[config.mk]
export PLATFORM = sky130hd
export DESIGN_NAME = tmr_match_unit
export DESIGN_NICKNAME = d
export VERILOG_FILES = /design/src/rtl/tmu_pkg.sv /design/src/rtl/tmu_regs.sv /design/src/rtl/tmu_match.sv /design/src/rtl/tmu_out.sv /design/src/rtl/tmr_match_unit.sv
export SDC_FILE = /design/constraint.sdc
export NUM_CORES = 1
export LEC_CHECK = 0
export CORE_MARGIN = 1
export CORE_UTILIZATION = 45
export CTS_BUF_LIST = sky130_fd_sc_hd__clkbuf_4 sky130_fd_sc_hd__clkbuf_8
export DETAILED_ROUTE_END_ITERATION = 10
export HOLD_SLACK_MARGIN = 0.02
export PLACE_DENSITY = 0.81
export REMOVE_ABC_BUFFERS = 1
export SLEW_MARGIN = 0
export SYNTH_ARGS = -nofsm -noshare
export SYNTH_HDL_FRONTEND = slang
export SYNTH_SLANG_ARGS = --single-unit
[constraint.sdc]
create_clock -name clk -period 4.97 [get_ports clk]
set_input_delay 1.2425 -clock clk [delete_from_list [all_inputs] [get_ports clk]]
set_output_delay 1.2425 -clock clk [all_outputs]
set_load 0.1 [all_outputs]
[src/rtl/tmu_pkg.sv]
package tmu_pkg;

    localparam int CNT_W  = 16;
    localparam int DATA_W = 8;
    localparam int ADDR_W = 2;

    localparam int NBYTES = CNT_W / DATA_W;

    localparam logic [ADDR_W-1:0] LOC_CTRL = ADDR_W'(NBYTES);
    localparam logic [ADDR_W-1:0] LOC_FLAG = ADDR_W'(NBYTES + 1);

    localparam logic [3:0] MODE_OFF    = 4'b0000;
    localparam logic [3:0] MODE_TOGGLE = 4'b0010;
    localparam logic [3:0] MODE_SET    = 4'b1000;
    localparam logic [3:0] MODE_CLR    = 4'b1001;
    localparam logic [3:0] MODE_FLAG   = 4'b1010;
    localparam logic [3:0] MODE_TRIG   = 4'b1011;

    typedef struct packed {
        logic       oe;
        logic       sel;
        logic [3:0] mode;
    } ctrl_t;

    typedef enum logic [2:0] {
        ACT_NONE,
        ACT_SET,
        ACT_CLR,
        ACT_TOG,
        ACT_HOLD,
        ACT_TRIG
    } act_e;

    function automatic act_e decode_act(input logic [3:0] m);
        case (m)
            MODE_SET:    return ACT_SET;
            MODE_CLR:    return ACT_CLR;
            MODE_TOGGLE: return ACT_TOG;
            MODE_FLAG:   return ACT_HOLD;
            MODE_TRIG:   return ACT_TRIG;
            default:     return ACT_NONE;
        endcase
    endfunction

    function automatic logic latch_idle(input logic [3:0] m);
        return m == MODE_CLR;
    endfunction

endpackage

[src/rtl/tmu_regs.sv]
module tmu_regs
    import tmu_pkg::*;
#(
    parameter int CW = CNT_W,
    parameter int DW = DATA_W,
    parameter int AW = ADDR_W
) (
    input  logic          clk,
    input  logic          rst,
    input  logic          wr_en,
    input  logic [AW-1:0] wr_addr,
    input  logic [DW-1:0] wr_data,
    output logic [CW-1:0] cmp_val,
    output ctrl_t         ctrl,
    output logic          ctrl_wr,
    output logic          flag_clr
);

    localparam int NB = CW / DW;

    for (genvar b = 0; b < NB; b++) begin : g_byte
        always_ff @(posedge clk) begin
            if (rst) begin
                cmp_val[b*DW +: DW] <= '0;
            end else if (wr_en && wr_addr == AW'(b)) begin
                cmp_val[b*DW +: DW] <= wr_data;
            end
        end
    end

    assign ctrl_wr  = wr_en && (wr_addr == LOC_CTRL);
    assign flag_clr = wr_en && (wr_addr == LOC_FLAG) && wr_data[0];

    always_ff @(posedge clk) begin
        if (rst) begin
            ctrl <= '0;
        end else if (ctrl_wr) begin
            ctrl <= ctrl_t'(wr_data[$bits(ctrl_t)-1:0]);
        end
    end

endmodule

[src/rtl/tmu_match.sv]
module tmu_match #(
    parameter int CW = tmu_pkg::CNT_W
) (
    input  logic          clk,
    input  logic          rst,
    input  logic [CW-1:0] cnt_a,
    input  logic [CW-1:0] cnt_b,
    input  logic          sel,
    input  logic [CW-1:0] cmp_val,
    input  logic          enable,
    output logic          hit
);

    logic [CW-1:0] cnt_sel;
    logic          eq;
    logic          eq_prev;

    assign cnt_sel = sel ? cnt_b : cnt_a;
    assign eq      = (cnt_sel == cmp_val);
    assign hit     = enable && eq && !eq_prev;

    always_ff @(posedge clk) begin
        if (rst) begin
            eq_prev <= 1'b0;
        end else begin
            eq_prev <= eq;
        end
    end

endmodule

[src/rtl/tmu_out.sv]
module tmu_out
    import tmu_pkg::*;
(
    input  logic       clk,
    input  logic       rst,
    input  logic       hit,
    input  logic [3:0] mode,
    input  logic       sel,
    input  logic       ctrl_wr,
    input  logic [3:0] new_mode,
    input  logic       flag_clr,
    output logic       latch,
    output logic       flag,
    output logic       trig,
    output logic       trig_sel
);

    act_e act;

    assign act = decode_act(mode);

    always_ff @(posedge clk) begin
        if (rst) begin
            flag <= 1'b0;
        end else if (hit) begin
            flag <= 1'b1;
        end else if (flag_clr) begin
            flag <= 1'b0;
        end
    end

    always_ff @(posedge clk) begin
        if (rst) begin
            latch <= 1'b0;
        end else if (ctrl_wr) begin
            latch <= latch_idle(new_mode);
        end else if (hit) begin
            case (act)
                ACT_SET: latch <= 1'b1;
                ACT_CLR: latch <= 1'b0;
                ACT_TOG: latch <= !latch;
                default: latch <= latch;
            endcase
        end
    end

    always_ff @(posedge clk) begin
        if (rst) begin
            trig     <= 1'b0;
            trig_sel <= 1'b0;
        end else begin
            trig     <= hit && (act == ACT_TRIG);
            trig_sel <= sel;
        end
    end

endmodule

[src/rtl/tmr_match_unit.sv]
module tmr_match_unit
    import tmu_pkg::*;
(
    input  logic              clk,
    input  logic              rst,
    input  logic              wr_en,
    input  logic [ADDR_W-1:0] wr_addr,
    input  logic [DATA_W-1:0] wr_data,
    input  logic [CNT_W-1:0]  tmr_a,
    input  logic [CNT_W-1:0]  tmr_b,
    output logic              tmr_a_clr,
    output logic              tmr_b_clr,
    output logic              pin_out,
    output logic              pin_oe,
    output logic              irq_flag,
    output logic              adc_start
);

    logic [CNT_W-1:0] cmp_val;
    ctrl_t            ctrl;
    logic             ctrl_wr;
    logic             flag_clr;
    logic             hit;
    logic             latch;
    logic             trig;
    logic             trig_sel;
    logic             enabled;

    assign enabled = decode_act(ctrl.mode) != ACT_NONE;

    tmu_regs #(.CW(CNT_W), .DW(DATA_W), .AW(ADDR_W)) u_regs (
        .clk      (clk),
        .rst      (rst),
        .wr_en    (wr_en),
        .wr_addr  (wr_addr),
        .wr_data  (wr_data),
        .cmp_val  (cmp_val),
        .ctrl     (ctrl),
        .ctrl_wr  (ctrl_wr),
        .flag_clr (flag_clr)
    );

    tmu_match #(.CW(CNT_W)) u_match (
        .clk     (clk),
        .rst     (rst),
        .cnt_a   (tmr_a),
        .cnt_b   (tmr_b),
        .sel     (ctrl.sel),
        .cmp_val (cmp_val),
        .enable  (enabled),
        .hit     (hit)
    );

    tmu_out u_out (
        .clk      (clk),
        .rst      (rst),
        .hit      (hit),
        .mode     (ctrl.mode),
        .sel      (ctrl.sel),
        .ctrl_wr  (ctrl_wr),
        .new_mode (wr_data[3:0]),
        .flag_clr (flag_clr),
        .latch    (latch),
        .flag     (irq_flag),
        .trig     (trig),
        .trig_sel (trig_sel)
    );

    assign pin_oe    = ctrl.oe;
    assign pin_out   = latch && ctrl.oe;
    assign adc_start = trig;
    assign tmr_a_clr = trig && !trig_sel;
    assign tmr_b_clr = trig && trig_sel;

endmodule

Yosys cells after proc, flatten, opt, wreduce, memory -nomap -nowiden. Cells that the tools add are included.

Register bits after elaboration: 27. Input port bits: 45. Output and inout port bits: 6. Logic and storage cells: 51.

Equal/unequal tests: 14. Muxes and demuxes: 7. Reductions and logical operators: 20.

Operators with widths (count): $eq A4 B4 Y1 const B (5); $eq A16 B16 Y1 (1); $mux W16 (1); $pmux W3 S5 (1); $logic_and A1 B1 Y1 (11); $eq A3 B2 Y1 const B (2); $eq A2 B2 Y1 const B (2); $eq A4 B2 Y1 const B (1); $mux W1 (4); $reduce_bool A2 Y1 (2); $reduce_bool A4 Y1 (1); $eq A3 B1 Y1 const B (1); $eq A3 B3 Y1 const B (1); $logic_not A1 Y1 (3); $pmux W1 S3 (1); $reduce_bool A3 Y1 (1); $eq A2 B1 Y1 const B (1); $logic_not A2 Y1 (1); $reduce_and A2 Y1 (1).

Longest topological paths before layout.
Depth after elaboration: 7. Gate-level depth with buffers: 8. Gate-level depth less buffers: 6.

Modules after synthesis. Synthesis repeated with hierarchy kept, for this count alone.

Cell total of the unflattened synthesis: 157. Area total of the unflattened synthesis: 1581.5 um^2.

Modules (own cells, without submodules): tmu_regs (instances 1, cells each 87, area an instance 940.9 um^2, sequential area each 440.4 um^2); tmu_match (instances 1, cells each 42, area an instance 399.1 um^2, sequential area each 20.0 um^2); tmu_out (instances 1, cells each 22, area an instance 196.4 um^2, sequential area each 80.1 um^2); tmr_match_unit (instances 1, cells each 6, area an instance 45.0 um^2, sequential area each 0.0 um^2).

Worst setup path after synthesis. OpenSTA, ideal clock, no wires.

Path type: reg2out. From: register u_out.trig. To: output tmr_a_clr. Data arrival time: 2385 ps. Data required time: 3728 ps. Path slack: 1342 ps. Cell stages (with the launch flop): 2. Path buffers: 0. Cells stage by stage: dfxtp_1 -> nor2b_1.

Longest elaborated chain between the ends: 1.

Ends and longest elaborated chain: from (decl) (RTL line tmu_out.sv:14) `output logic trig,`; from (signal assigned) (RTL line tmu_out.sv:52) `trig <= hit && (act == ACT_TRIG);`; $logic_and A1 B1 Y1 (RTL line tmr_match_unit.sv:72) `assign tmr_a_clr = trig && !trig_sel;`; to (decl) (RTL line tmr_match_unit.sv:11) `output logic tmr_a_clr,`.

No other way between the ends.

Worst setup path after layout.
From: register u_out.latch. To: output pin_out.

Longest elaborated chain between the ends: 1.

Ends and longest elaborated chain: from (decl) (RTL line tmu_out.sv:12) `output logic latch,`; from (signal assigned) (RTL line tmu_out.sv:36) `latch <= latch_idle(new_mode);`; from (signal assigned) (RTL line tmu_out.sv:41) `ACT_TOG: latch <= !latch;`; from (signal assigned) (RTL line tmu_out.sv:42) `default: latch <= latch;`; $logic_and A1 B1 Y1 (RTL line tmr_match_unit.sv:70) `assign pin_out = latch && ctrl.oe;`; to (decl) (RTL line tmr_match_unit.sv:13) `output logic pin_out,`.

No other way between the ends.

==> results.md <==
- Outcome: complete, but fails checks
- Failing checks: DRC
- Final Hold Fails: 0
- Max-Slew Margin vs Limit: between 30% and 40%
- Estimated wirelength of the detail-placed design: ~2.4 mm
- CP startpoint kind: register
- Critical path class: register to primary output
- Global route overflow: 0
- CP Capture Type: primary output
- Starting Density: approximately half
- CTS Hold Buffers Added: 0
- Die width: about 58 um
- Row count: 19
- Largest stage delay, worst path: between 1 and 1.5 ns
- Syn Area/Cell: roughly 9.7 um^2
- RD Place Congestion: 0.752
- Gr usage total: between 20% and 30%
- Reg-to-reg endpoint: u_out.latch$_SDFFE_PP0P_
- Initial antenna violation count: 0
- Distinct cells, synth: 24
- Largest area contributor in the netlist: dfxtp_1
- Clock sink count: 27
- ANT nets after route: 0
- Setup TNS: 0 ns
- Worst Hold Class: register to register
- Clock insertion delay at the later pin of the skew report: approximately 0.35 ns
- Clock tree buffer depth: 2
- Core area: between 2000 and 3000 um^2
- Root Driver: clkbuf_4
- Synth top area share: about two fifths
- Post-layout min period: about 3.3 ns
- Tot Pwr: 0.417 mW
- Critical Path RT: 3.73 ns
- Die Span Y: around 58 um
- Pwr dens: 216 nW/um^2
- Slew Limit Fails: 0
- Met2 WL post-DR: 1.57 mm
- Gate count after technology mapping: about 150
- Number of buffers and inverters on the critical path: 1
- Arr. time, crit path: 2.03 ns
- Post-placement cell area: around 1900 um^2
- TritonCTS clock tree: yes
- Yosys warning total: 0
- # setup viols final: 0
- Clock Pin Slew Worst Setup and Hold Paths: roughly 0.16 ns
- Async S/R FF share, synth: 0%
- DR pass1 iterations: 7
- Die Area: approximately 3400 um^2
- Vias: ~1,200
- H-tree lvl count: 1
- Critical Path End: pin_out
- Layout Utilization: a little under 70%
- Routed WL: approximately 3.2 mm
- MaxCap Viol Count: 0
- Final Non-Filler Cells: ~220
- Most common cell in the netlist: mux2i_1
- Pin count of the biggest net entering global routing: 29
- # IOs: a little over 50
- Fin nets: approximately 240
- DR DRC count: 5
- CP max-delay cell: clkdlybuf4s50_1
- Area growth, synth to finish: 37.0%
- Maximum clock frequency: a little over 0.3 GHz
- Synth cell count leaders: mux2i_1, dfxtp_1, nor2_1, xnor2_1, nor4_1
- Post-Route Skew: between 0.02 and 0.025 ns
- Worst slew pin tran: 1.01 ns
- #FFs+latches synth: 27
- Maximum VDD drop: 148 uV
- R2r setup slk: between 2 and 2.5 ns
- Worst R2R Start: u_regs.ctrl[4]$_SDFFE_PP0P_
- Inst Count DP: ~220
- Port bufs: 50
- EDFF count, synth: 0
- RSZ-0062 raised after global routing: false
- Crit-path leading delay family: buffers and inverters
- Share of layout cells above drive strength 1: between 3 and 4%
- Routed len/inst: approximately 14 um
- Setup bufs post-CTS: 0
- Design area: a little under 2000 um^2
- FF-to-FF path depth: 6
- Inserted Clock Buffers: 3
- Vias per cell: around 5.3
- Synth top area cells: dfxtp_1, mux2i_1, xnor2_1, nor2_1, nor4_1
- Initial drt markers: 41
- PostCTS Resize Cnt: 0
- Cell area after synthesis: approximately 1400 um^2
- CP max FO: 3
- Crit-path cells: and2_1 -> clkdlybuf4s50_1
- Crit path from: u_out.latch$_SDFFE_PP0P_
- First-pass GRT wire length: between 5 and 6 mm
- Met3 WL: 181 um
- Tcrit/Tclk final: roughly 66%
- WL met1: roughly 1.4 mm
- Placement Setup Slack: between 1.5 and 2 ns
- Vias in the first global route: around 1,200
- Final setup margin: between 1.5 and 2 ns
- # diodes: 0
- Worst path depth: 2
- Top_reg_cell synth: dfxtp_1
- Uppermost layer routed: met4
- WHS: between 0.4 and 0.5 ns
- Leak: approximately 0.74 nW
- Sequential share of the synthesized area: 38.3%
layout by cell type (no fill, tap or decap):
master / n
clkbuf_4: 3
a211o_1: 1
nor2_1: 27
mux2i_1: 39
nor4_1: 5
nor3_1: 1
dfxtp_1: 27
inv_1: 2
o41ai_2: 1
nor3b_1: 1
xnor2_1: 16
buf_4: 1
nand4_1: 2
nor2b_1: 2
nand2b_1: 1
or4_1: 1
clkinvlp_4: 1
nand2_1: 2
and2_1: 2
nand3b_1: 2
nor4bb_1: 1
o41a_1: 1
a21oi_1: 3
clkdlybuf4s50_1: 50
logic make-up (layout without fill, tap and decap cells):
| family | after synthesis | after routing | synth area share (%) |
|---|---|---|---|
| multiplexers | 39 | 39 | 27.6 |
| buffers and inverters | 10 | 57 | 4.34 |
| AND/OR/NAND/NOR | 47 | 47 | 16.2 |
| XOR/XNOR | 16 | 16 | 9.92 |
| AO/OA/AOI/OAI | 6 | 6 | 3.63 |
| flip-flops | 27 | 27 | 38.3 |
state kept, by name, indices dropped and copies added (netlist names):
| register | flops |
|---|---|
| u_out.latch | 1 |
| u_regs.ctrl | 6 |
| u_out.trig | 1 |
| u_match.eq_prev | 1 |
| u_out.trig_sel | 1 |
| u_regs.cmp_val | 16 |
| u_out.flag | 1 |
worst min-delay path by stage:
stage / from / endpoint / depth (start not counted)
2_1_floorplan: u_match.eq_prev$_SDFF_PP0_ / u_out.trig$_SDFF_PP0_ / 1
3_3_place_gp: u_match.eq_prev$_SDFF_PP0_ / u_out.trig$_SDFF_PP0_ / 1
3_5_place_dp: u_match.eq_prev$_SDFF_PP0_ / u_out.trig$_SDFF_PP0_ / 1
4_1_cts: u_match.eq_prev$_SDFF_PP0_ / u_out.trig$_SDFF_PP0_ / 1
5_1_grt: u_match.eq_prev$_SDFF_PP0_ / u_out.trig$_SDFF_PP0_ / 1
6_report: u_match.eq_prev$_SDFF_PP0_ / u_out.trig$_SDFF_PP0_ / 1
cell type report:
class | count | area [um^2]
clock buffers | 3 | 22.5
clock inverters | 1 | 7.51
fillers | 244 | 917
inverters | 2 | 7.51
multi-input cells | 108 | 811
flip-flops and latches | 27 | 541
well taps | 31 | 38.8
repair buffers | 51 | 508
metal layers:
layer  track usage (%)  up-vias
li1                  -      595
met1              23.7      526
met2              38.9       53
met3              2.23        7
met4              6.12        0
met5                 0        -
power by group:
group	internal, mW	total (mW)	switching, mW
Combinational	0.0543	0.0862	0.0319
Sequential	0.223	0.231	0.00723
Clock	0.0309	0.101	0.0699
Note: power is estimated with default switching activity, not from simulation.
